## config.mk

```make
export PLATFORM = sky130hd
export DESIGN_NAME = fifo_ready_gen
export DESIGN_NICKNAME = d
export VERILOG_FILES = /design/src/rtl/fifo_rdy_pkg.sv /design/src/rtl/rdy_rst_sync.sv /design/src/rtl/rdy_trig_sat.sv /design/src/rtl/rdy_flag_reg.sv /design/src/rtl/fifo_ready_gen.sv
export SDC_FILE = /design/constraint.sdc
export NUM_CORES = 1
export LEC_CHECK = 0
export CORE_MARGIN = 8
export CORE_UTILIZATION = 36
export CTS_CLUSTER_DIAMETER = 60
export DETAILED_ROUTE_END_ITERATION = 8
export GPL_ROUTABILITY_DRIVEN = 1
export PLACE_DENSITY_LB_ADDON = 0.2
export RECOVER_POWER = 50
export SKIP_CTS_REPAIR_TIMING = 1
export SLEW_MARGIN = 20
export SYNTH_ARGS = -nofsm -noshare
export SYNTH_HDL_FRONTEND = slang
export SYNTH_SLANG_ARGS = --single-unit
```

## constraint.sdc

```tcl
create_clock -name clk -period 0.9 [get_ports clk]
set_clock_uncertainty 0.1 [all_clocks]
set_input_delay 0.09 -clock clk [delete_from_list [all_inputs] [get_ports clk]]
set_output_delay 0.09 -clock clk [all_outputs]
set_load 0.01 [all_outputs]
```

## src/rtl/fifo_rdy_pkg.sv

```systemverilog
package fifo_rdy_pkg;
  localparam int unsigned DEF_DEPTH  = 64;
  localparam int unsigned DEF_STAGES = 2;

  typedef enum logic {
    RDY_OFF = 1'b0,
    RDY_ON  = 1'b1
  } rdy_state_e;
endpackage

```

## src/rtl/rdy_rst_sync.sv

```systemverilog
module rdy_rst_sync #(
  parameter int unsigned STAGES = 2
) (
  input  logic clk,
  input  logic rst_n,
  output logic rst_sync_n
);
  logic [STAGES-1:0] chain_q;
  logic [STAGES-1:0] chain_d;

  always_comb begin
    chain_d = {chain_q[STAGES-2:0], 1'b1};
  end

  always_ff @(posedge clk or negedge rst_n) begin
    if (!rst_n) chain_q <= '0;
    else        chain_q <= chain_d;
  end

  assign rst_sync_n = chain_q[STAGES-1];
endmodule

```

## src/rtl/rdy_trig_sat.sv

```systemverilog
module rdy_trig_sat #(
  parameter int unsigned DEPTH = 64,
  parameter int unsigned CW    = 7
) (
  input  logic [CW-1:0] trig_raw,
  output logic [CW-1:0] trig_eff
);
  localparam logic [CW-1:0] TOP = CW'(DEPTH);
  localparam logic [CW-1:0] ONE = CW'(1);

  always_comb begin
    if (trig_raw == '0)      trig_eff = ONE;
    else if (trig_raw > TOP) trig_eff = TOP;
    else                     trig_eff = trig_raw;
  end
endmodule

```

## src/rtl/rdy_flag_reg.sv

```systemverilog
module rdy_flag_reg
  import fifo_rdy_pkg::*;
(
  input  logic clk,
  input  logic rst_n,
  input  logic set_i,
  input  logic clr_i,
  output logic flag_o
);
  rdy_state_e state_q;
  rdy_state_e state_d;
  logic       upd_en;

  // clear wins over set
  always_comb begin
    upd_en  = set_i | clr_i;
    state_d = state_q;
    if (clr_i)      state_d = RDY_OFF;
    else if (set_i) state_d = RDY_ON;
  end

  always_ff @(posedge clk or negedge rst_n) begin
    if (!rst_n)      state_q <= RDY_OFF;
    else if (upd_en) state_q <= state_d;
  end

  assign flag_o = (state_q == RDY_ON);

  a_r4_clear_wins: assert property (@(posedge clk) disable iff (!rst_n)
    clr_i |=> !flag_o);
  a_r2_set_takes: assert property (@(posedge clk) disable iff (!rst_n)
    (set_i && !clr_i) |=> flag_o);
  a_r5_holds: assert property (@(posedge clk) disable iff (!rst_n)
    (!set_i && !clr_i) |=> $stable(flag_o));
endmodule

```

## src/rtl/fifo_ready_gen.sv

```systemverilog
module fifo_ready_gen
  import fifo_rdy_pkg::*;
#(
  parameter int unsigned DEPTH  = DEF_DEPTH,
  parameter int unsigned STAGES = DEF_STAGES,
  localparam int unsigned CW    = $clog2(DEPTH + 1)
) (
  input  logic          clk,
  input  logic          rst_n,
  input  logic [CW-1:0] rx_count,
  input  logic [CW-1:0] rx_trig,
  input  logic          rx_timeout,
  input  logic          rx_error,
  input  logic [CW-1:0] tx_free,
  input  logic [CW-1:0] tx_trig,
  output logic          rx_ready_n,
  output logic          tx_ready_n
);
  localparam int unsigned NCH = 2;  // 0: receive, 1: transmit

  logic          rst_int_n;
  logic [CW-1:0] trig_raw [NCH];
  logic [CW-1:0] trig_eff [NCH];
  logic [NCH-1:0] set_v;
  logic [NCH-1:0] clr_v;
  logic [NCH-1:0] flag_v;

  rdy_rst_sync #(.STAGES(STAGES)) u_rst (
    .clk(clk), .rst_n(rst_n), .rst_sync_n(rst_int_n)
  );

  assign trig_raw[0] = rx_trig;
  assign trig_raw[1] = tx_trig;

  always_comb begin
    set_v[0] = (rx_count >= trig_eff[0]) | rx_timeout;
    clr_v[0] = (rx_count == '0) | rx_error;
    set_v[1] = (tx_free >= trig_eff[1]);
    clr_v[1] = (tx_free == '0);
  end

  for (genvar g = 0; g < NCH; g++) begin : g_ch
    rdy_trig_sat #(.DEPTH(DEPTH), .CW(CW)) u_sat (
      .trig_raw(trig_raw[g]), .trig_eff(trig_eff[g])
    );
    rdy_flag_reg u_flag (
      .clk(clk), .rst_n(rst_int_n),
      .set_i(set_v[g]), .clr_i(clr_v[g]), .flag_o(flag_v[g])
    );
  end

  assign rx_ready_n = ~flag_v[0];
  assign tx_ready_n = ~flag_v[1];

  a_r1_release_idle: assert property (@(posedge clk) disable iff (!rst_n)
    $rose(rst_int_n) |-> (rx_ready_n && tx_ready_n));
  a_r8_trig_bounds: assert property (@(posedge clk) disable iff (!rst_int_n)
    (trig_eff[0] != '0) && (trig_eff[0] <= CW'(DEPTH)) &&
    (trig_eff[1] != '0) && (trig_eff[1] <= CW'(DEPTH)));
  a_r3_timeout_sets: assert property (@(posedge clk) disable iff (!rst_int_n)
    (rx_timeout && !rx_error && rx_count != '0) |=> !rx_ready_n);
  a_r7_full_clears: assert property (@(posedge clk) disable iff (!rst_int_n)
    (tx_free == '0) |=> tx_ready_n);
endmodule

```

==> run metrics <==
Leak 0.5843 nW; total track usage 11.12%; Root Driver clkbuf_4; n_diodes 0; Setup crit start kind input port; clock latency at the later pin of the worst-skew pair 230 ps; crit path time final 1468 ps; area of the die 3032 um^2; Clock Pin Slew Worst Setup and Hold Paths 40 ps; area occupied by multi-input gates 548.0 um^2; fraction of layout cells with a size suffix above 1 42.24%; max-slew violation count 0; TritonCTS buffer count 3; final hold violations 0; clock sinks 4; Crit Path Max Fanout 2; flip-flop and latch area 100.1 um^2; slowest CP cell clkdlybuf4s50_1; Site Rows 14; I/O pins 34; CTS tree yes; CP arrival 1510 ps; Pre-Repair DR Iteration Count 4; first-pass GRT wire length 2518 um; antenna violations before repair 0; fin crit share 163.1%; area added between synthesis and finish 107.3%; Via density 4.962; routability congestion estimate 0.8393; pre-CTS WS -1067 ps; PortBufs 33; Horiz. Die Dim 55.06 um; Core Area 1471 um^2; pin count of the biggest net entering global routing 7; number of global-route vias before repair 646; DRC viols 0; overflow left after global routing 0; # nets final 164; Die H 55.06 um; peak supply drop 0.3752 mV; Worst path max stage delay 420 ps; critical path, cell by cell clkdlybuf4s50_1 > ha_1 > a211oi_2 > or3_1 > a311oi_2; Worst EP required 940 ps; # fillers 106; CP Buf/Inv Count 1; Worst Hold Class input port to flop; Critical Path Sink Type flop; WS Path Type input port to flop; final WL 1914 um; Yosys cell types 19; Worst Setup Slack, final -568.3 ps; PD cells 731.8 nW/um^2; status finished with violations; total number of vias 655; Synth Warn # 0; H-Tree Level Count 1; Mapped Cells 67; Iter 0 DRT Violations 11; Initial Util 37.33%; Final ANT Viol Nets 0; placed wire-length estimate 1519 um; count of final setup violators 4; clk buf depth 2; syn nets 113; violated checks negative setup slack; Avg Cell Area, Syn 8.198 um^2; post-synthesis sequential area ratio 18.22%; CP delay by family, top buffers and inverters; highest clock rate 681.1 MHz; Max Cap Viol 0; Yosys reg bits 4; DR WL/cell 14.50 um; Post-Syn Area 549.3 um^2; Overall Power 0.0008332 W; RSZ-0062 raised after global routing yes
==> metal layers <==
layer,share of wire [%],routed length (um),global-route usage [%],vias up
met3,3.9,74,3.209,4
li1,-,-,-,340
met2,54,1040,20.52,16
met1,40,764,10.82,295
met5,0,0,0,-
met4,1.8,34,6.000,0
==> cell type report <==
cell class	instances	area share [%]
sequential	4	8.791
timing repair buffer	46	37.36
clock buffer	3	1.978
inverter	6	1.978
tap	16	1.758
multi-input combinational	57	48.13
==> through the flow <==
step / hold WS, ps / area, um^2 / utilization (%) / std cells / setup TNS (ps)
6_report: 154.9 / 1139 / 77.38 / 132 / -1095
5_1_grt: 168.4 / 1139 / 77.38 / 132 / -1282
4_1_cts: -83.61 / 1010 / 68.62 / 130 / -2543
3_5_place_dp: -71.29 / 987.2 / 67.09 / 127 / -2522
3_3_place_gp: -75.82 / 987.2 / 67.09 / 127 / -2425
2_1_floorplan: -305.6 / 554.3 / - / 67 / -903.2
==> tightest hold or removal path: cells and delay by family <==
| kind | cells | cell delay (ps) |
|---|---|---|
| AOI/OAI and AO/OA | 1 | 100 |
| buffers and inverters | 2 | 230 |
| and+or+nand+nor | 1 | 30 |
==> kinds of logic after synthesis <==
group | Yosys count | share of synthesized area, %
flip-flops | 4 | 18.22
other | 1 | 0.6827
AO/OA/AOI/OAI | 10 | 12.30
AND/OR/NAND/NOR | 32 | 32.80
adder cells (fa/ha/maj) | 14 | 31.89
buffers and inverters | 6 | 4.100
==> sequential cells by signal, indices dropped and copies added (netlist names) <==
name	cells
u_rst.chain_q	2
g_ch.u_flag.flag_o	2
==> final timing paths <==
check                                       from                     to  slack [ps]  depth (start not counted)
max                                  rx_count[1]  g_ch[0].u_flag.flag_o        -570                          5
min                                   tx_free[0]  g_ch[1].u_flag.flag_o         150                          4
max reg2reg                g_ch[0].u_flag.flag_o  g_ch[0].u_flag.flag_o        -170                          3
min reg2reg                     u_rst.chain_q[0]       u_rst.chain_q[1]         250                          0
max in group asynchronous                  rst_n       u_rst.chain_q[0]          70                          2
min in group asynchronous       u_rst.chain_q[1]  g_ch[0].u_flag.flag_o         460                          1
==> cell usage after synthesis, drive strengths merged <==
library cell | n | area (um^2)
nand2b | 2 | 12.51
nor2b | 1 | 6.260
or4 | 2 | 18.77
o21ai | 2 | 10.01
conb | 1 | 3.750
a211oi | 3 | 22.52
nand2 | 10 | 37.54
or3 | 2 | 12.51
a21oi | 4 | 20.02
nand4 | 2 | 12.51
nor4 | 2 | 33.78
nor3 | 4 | 20.02
dfrtp | 4 | 100.1
nor2 | 7 | 26.28
inv | 6 | 22.52
ha | 14 | 175.2
a311oi | 1 | 15.01
==> where the power goes <==
group	switching, W	internal [W]	total, W
Sequential	0.00000339	0.000190	0.000193
Combinational	0.000170	0.000249	0.000419
Clock	0.0000716	0.000149	0.000221
Total	0.000245	0.000588	0.000833
==> layout by cell type (no fill, tap or decap) <==
cell type	n
nor2b_1	1
a21oi_2	1
dlymetal6s2s_1	10
nor2_2	1
ha_4	4
a21oi_1	3
inv_2	2
dlygate4sd3_1	2
a311oi_2	1
nand2_2	3
inv_1	4
nand2b_4	2
a211oi_2	3
nor3_1	1
clkbuf_2	5
conb_1	1
clkdlybuf4s50_1	11
nor2_1	6
nor3_4	2
o21ai_0	2
or4_1	1
buf_2	2
nor3_2	1
ha_1	10
nor4_2	1
nand2_1	7
nor4_4	1
or3_1	2
or4_4	1
dfrtp_1	4
nand4_1	2
buf_6	4
buf_4	12
clkbuf_4	3
Note: power is estimated with default switching activity, not from simulation.
